### config.mk
export PLATFORM = sky130hd
export DESIGN_NAME = mm_scl_sync
export DESIGN_NICKNAME = d
export VERILOG_FILES = /design/src/rtl/mm_scl_sync.sv
export SDC_FILE = /design/constraint.sdc
export NUM_CORES = 1
export LEC_CHECK = 0
export ABC_AREA = 1
export BUFFER_PORTS_ARGS = -buffer_cell sky130_fd_sc_hd__buf_2
export CORE_MARGIN = 2
export CORE_UTILIZATION = 55
export CTS_CLUSTER_SIZE = 24
export DETAILED_ROUTE_END_ITERATION = 16
export PLACE_DENSITY = 0.84
export REMOVE_ABC_BUFFERS = 1
export SLEW_MARGIN = 20
export SYNTH_ARGS = -nofsm -noshare
export SYNTH_HDL_FRONTEND = slang
export SYNTH_SLANG_ARGS = --single-unit
### constraint.sdc
create_clock -name clk -period 2.5 [get_ports clk]
set_clock_uncertainty 0.2 [all_clocks]
set_input_delay 0.375 -clock clk [delete_from_list [all_inputs] [get_ports clk]]
set_output_delay 0.375 -clock clk [all_outputs]
set_load 0.02 [all_outputs]
### src/rtl/mm_scl_sync.sv
module mm_scl_sync #(
  parameter int CW = 16
) (
  input  logic          clk,
  input  logic          rst_n,
  input  logic          en,
  input  logic [CW-1:0] low_cnt,
  input  logic [CW-1:0] high_cnt,
  input  logic          scl_i,
  output logic          scl_pull,
  output logic          rise_stb,
  output logic          fall_stb
);
  localparam logic [1:0] ST_OFF = 2'd0;
  localparam logic [1:0] ST_LO  = 2'd1;
  localparam logic [1:0] ST_WT  = 2'd2;
  localparam logic [1:0] ST_HI  = 2'd3;

  logic [2:0]    shr;
  logic [1:0]    st;
  logic [CW-1:0] cnt;
  logic          line_q, cnt_last;

  assign line_q   = shr[1];
  assign cnt_last = ~|cnt[CW-1:1];
  assign rise_stb = shr[1] & ~shr[2];
  assign fall_stb = ~shr[1] & shr[2];
  assign scl_pull = (st == ST_LO);

  always_ff @(posedge clk or negedge rst_n)
    if (!rst_n) shr <= 3'b111;
    else        shr <= {shr[1:0], scl_i};

  always_ff @(posedge clk or negedge rst_n) begin
    if (!rst_n) begin
      st  <= ST_OFF;
      cnt <= '0;
    end else if (!en) begin
      st  <= ST_OFF;
      cnt <= '0;
    end else begin
      case (st)
        ST_OFF: begin
          st  <= ST_LO;
          cnt <= low_cnt;
        end
        ST_LO: begin
          if (cnt_last && !line_q) st <= ST_WT;
          else if (!cnt_last)      cnt <= cnt - 1'b1;
        end
        ST_WT: begin
          if (line_q) begin
            st  <= ST_HI;
            cnt <= high_cnt;
          end
        end
        default: begin
          if (!line_q || cnt_last) begin
            st  <= ST_LO;
            cnt <= low_cnt;
          end else begin
            cnt <= cnt - 1'b1;
          end
        end
      endcase
    end
  end
endmodule

# Word-level counts from Yosys, hierarchy flattened
# Index checks and enable logic that the tools add are counted.
[totals]
ff_bits = 21
output_inout_bits = 3
wordCells = 34
[op_classes]
n_addsub = 1
eq_ne = 7
n_mux = 11
bitwise_logic = 4
reduce_logical = 8
[op_table]
columns = ["cell", "count"]
rows = [
  ["two-way mux 16 bit", 5],
  ["one-hot mux 16 bit (3 select lines)", 1],
  ["subtractor 16 x 1 -> 16 bit, second input constant", 1],
  ["OR reduction 15 bit", 1],
  ["two-way mux 2 bit", 4],
  ["!= test 3 x 2 -> 1 bit, second input constant", 2],
  ["!= test 3 bit, second input constant", 2],
  ["one-hot mux 2 bit (3 select lines)", 1],
  ["AND reduction 3 bit", 2],
  ["!= test 5 x 1 -> 1 bit, second input constant", 1],
  ["AND 1 bit", 2],
  ["equality test 2 x 1 -> 1 bit, second input constant", 1],
  ["equality test 2 bit, second input constant", 1],
  ["zero test 1 bit", 2],
  ["zero test 2 bit", 1],
  ["inverter 1 bit", 2],
  ["logical AND 1 bit", 1],
  ["logical OR 1 bit", 1],
]

# Longest topological paths before layout
[logic_depth]
word_depth = 6
depth_mapped = 11
mapped_depth_nobuf = 10

# Least setup slack after synthesis
# No wires, ideal clock.
[synth_timing]
path_type = "register -> register"
from = "register st[0]"
to = "register cnt[5]"
setup_time_ps = 117
arrival_time_ps = 1466
required_ps = 2183
setup_slack_ps = 717
stages_incl_launch_ff = 9
path_buffers = 2
cell_sequence = "dfrtp_1 -> inv_1 -> ha_1 -> clkbuf_1 -> clkbuf_1 -> a221oi_1 -> o21ai_0 -> nand3_1 -> nand2_1"
[synth_via]
elab_chain_len = 3
elab_cells_between_ends = 9
cone_classes = "5 x eq/ne; 2 x mux; 2 x reduce/logical"
[synth_lines]
columns = ["item", "line", "source"]
rows = [
  ["start: declaration", "20", "logic [1:0] st;"],
  ["start signal: assignment", "36", "st <= ST_OFF;"],
  ["start signal: assignment", "39", "st <= ST_OFF;"],
  ["start signal: assignment", "44", "st <= ST_LO;"],
  ["equality test 2 bit (tied with other cells)", "42", "case (st)"],
  ["!= test 3 bit (no line) (tied with other cells)", "n/a", ""],
  ["AND reduction 3 bit (no line) or two-way mux 16 bit (tied branches)", "n/a", ""],
  ["end signal: assignment", "45", "cnt <= low_cnt;"],
  ["end signal: assignment", "49", "else if (!cnt_last) cnt <= cnt - 1'b1;"],
  ["end signal: assignment", "54", "cnt <= high_cnt;"],
  ["end: declaration", "21", "logic [CW-1:0] cnt;"],
]
# Several ways; a longest one is shown, not always the timed one.
# A chain may end at the register's enable or synchronous reset.

# Worst setup path in the final report
[layout_timing]
from = "register st[0]"
to = "register cnt[1]"
# The elaborated chain is that of the path after synthesis.

==> run summary <==
status - finished, final reports clean
global-route wire length before repair - 8440 um
H-tree Lvls - 1
PortBufs - 38
R2R Path Start - st[0]
count of final setup violators - 0
routed wire length per instance - 13.4 um
Total GRT Usage - 26.3%
antenna diode count - 0
RSZ-0062 raised after global routing - no
post-synthesis sequential area ratio - 27.6%
Yosys warnings - 0
fill cell count - 322
Reg clk slew, reported paths - 0.14 ns
Nets - 372
hold_ws - 0.153 ns
TritonCTS clock tree - yes
fmax - 0.440 GHz
Synth Instances - 294
commonest non-fill, non-tap cell in the layout - nand2_1
Detail Route Antenna Nets - 0
#FFs+latches synth - 21
pin count of the biggest net entering global routing - 22
placer congestion estimate - 0.869
hold path start - en
vias in the first global route - 1853
routed vias - 2065
RR Endpoint - cnt[1]
Avg Cell Area, Syn - 6.51 um^2
Unique masters post-synth - 29
fin crit period - 2.27 ns
most frequent cells in the layout - nand2_1, buf_2, nand3_1, inv_1, dfrtp_1
leak pwr - 0.00110 uW
number of max-cap violations - 0
Hold Path Cell Cnt - 3
row count - 21
TNS Setup - 0 ns
hold endpoint - st[1]
vias per cell - 5.49
Final Cycle Share - 91.0%
drt pass-1 iters - 5
total CTS buffers - 3
root buf cell - clkbuf_4
Pwr Density - 1150 nW/um^2
dpl hpwl - 3590 um
Critical Path AT - 2.31 ns
Min-Delay Path Class - primary input to flip-flop
Slew HR - 52.7%
crit path capture type - flip-flop
CTS Buffer Depth - 2
required time worst endpoint - 2.54 ns
type of the worst setup path - flip-flop to flip-flop
IO Count - 39
Max IR drop VDD - 0.000796 V
CP Max Fanout - 18
R2R cell count - 7
register-to-register setup slack - 0.23 ns
core area - 3340 um^2
Post-CTS Setup Bufs - 0
die area - 3970 um^2
Die Ht - 63.0 um
area grow syn2layout - 13.3%
Die X - 63.0 um
antenna violations before repair - 0
Post-Syn Area - 1910 um^2
Worst Setup SP - st[0]
Max Slew Vio Count - 0
actual slew at the worst max-slew pin - 0.710 ns
share of cells above drive strength 1 - 23.0%
CTS sink count - 21
initial DRC count - 187
Hold Fails Final Rpt - 0
Clk Latency, worst-skew pair - 0.33 ns
grt total ovfl - 0
Remaining DRCs - 0
crit start category - flip-flop
DRT Wirelength - 5030 um
Initial Util - 57.4%
==> per-stage QoR <==
| stage | instance area [um^2] | cells | power [uW] | utilization [%] | setup slack, ns |
|---|---|---|---|---|---|
| floorplan | 1850 | 283 | 1920 | - | 0.588 |
| global placement | 2120 | 370 | 2260 | 63.6 | 0.317 |
| detailed placement | 2120 | 370 | 2300 | 63.6 | 0.233 |
| CTS | 2170 | 376 | 2480 | 65.0 | 0.249 |
| global route | 2170 | 376 | 2770 | 65.0 | 0.0393 |
| finish | 2170 | 376 | 2500 | 65.0 | 0.226 |
==> layer usage <==
| layer | global-route usage, % | part of all wire, % | vias to the layer above |
|---|---|---|---|
| li1 | - | - | 1048 |
| met5 | 0 | 0 | - |
| met1 | 36.5 | 47 | 937 |
| met2 | 41.2 | 46 | 76 |
| met4 | 7.78 | 0.62 | 0 |
| met3 | 5.41 | 6.3 | 4 |
==> report_power, final <==
| group | switching (uW) | internal [uW] |
|---|---|---|
| logic | 1090 | 593 |
| registers | 169 | 471 |
| clock network | 117 | 60.0 |
==> worst max-delay path, cell delays in order, from the launching register on <==
cell     delay (ns)
dfrtp_1        0.43
inv_1          0.09
ha_1           0.61
nand3_1        0.30
nand3_2        0.27
inv_2          0.13
nand3_1        0.10
nand2_1        0.05
==> cells in the mapped netlist, drive strengths merged <==
library cell	number	area share [%]
a21oi	16	4.2
a221oi	14	6.4
buf	4	2.0
clkbuf	7	1.4
dfrtp	18	24
dfstp	3	4.1
ha	5	3.3
inv	25	5.2
nand2	122	27
nand3	41	12
nand3b	1	0.39
nand4	1	0.33
nor2	22	5.5
nor3	1	0.26
o2111ai	2	0.92
o21ai	6	1.6
o21bai	3	1.2
xnor2	1	0.46
xor2	2	0.92
==> flip-flops by register name, indices dropped and copies added, names as in the netlist <==
signal / cells
cnt: 16
shr: 3
st: 2
==> worst max-delay path by stage <==
stage,end
final,cnt[1]
after global routing,cnt[14]
after CTS,cnt[1]
after detailed placement,cnt[12]
after global placement,cnt[0]
after floorplan,cnt[0]
==> cell type report <==
class	count	area, um^2	area share (%)
clock buffer	3	22.5	1.04
clock inverter	1	5.00	0.231
inverter	25	98.8	4.56
multi-input combinational	237	1220	56.4
sequential	21	529	24.4
tap	46	57.6	2.65
timing repair buffer	43	233	10.7
==> cell families (layout without fill, tap and decap cells) <==
| kind of cell | Yosys count | in the layout | share of synthesized area [%] |
|---|---|---|---|
| flip-flops | 21 | 21 | 27.6 |
| buffers and inverters | 36 | 72 | 8.50 |
| AO/OA/AOI/OAI | 41 | 41 | 14.2 |
| AND/OR/NAND/NOR | 188 | 188 | 45.0 |
| XOR/XNOR | 3 | 3 | 1.37 |
| adder cells (fa/ha/maj) | 5 | 5 | 3.27 |
==> repair_timing <==
item / in CTS / in global routing
hold buffers: 2 / 0
resized for setup: 0 / 0
hold endpoints to repair: 19 / 0
(Power assumes the default switching activity.)
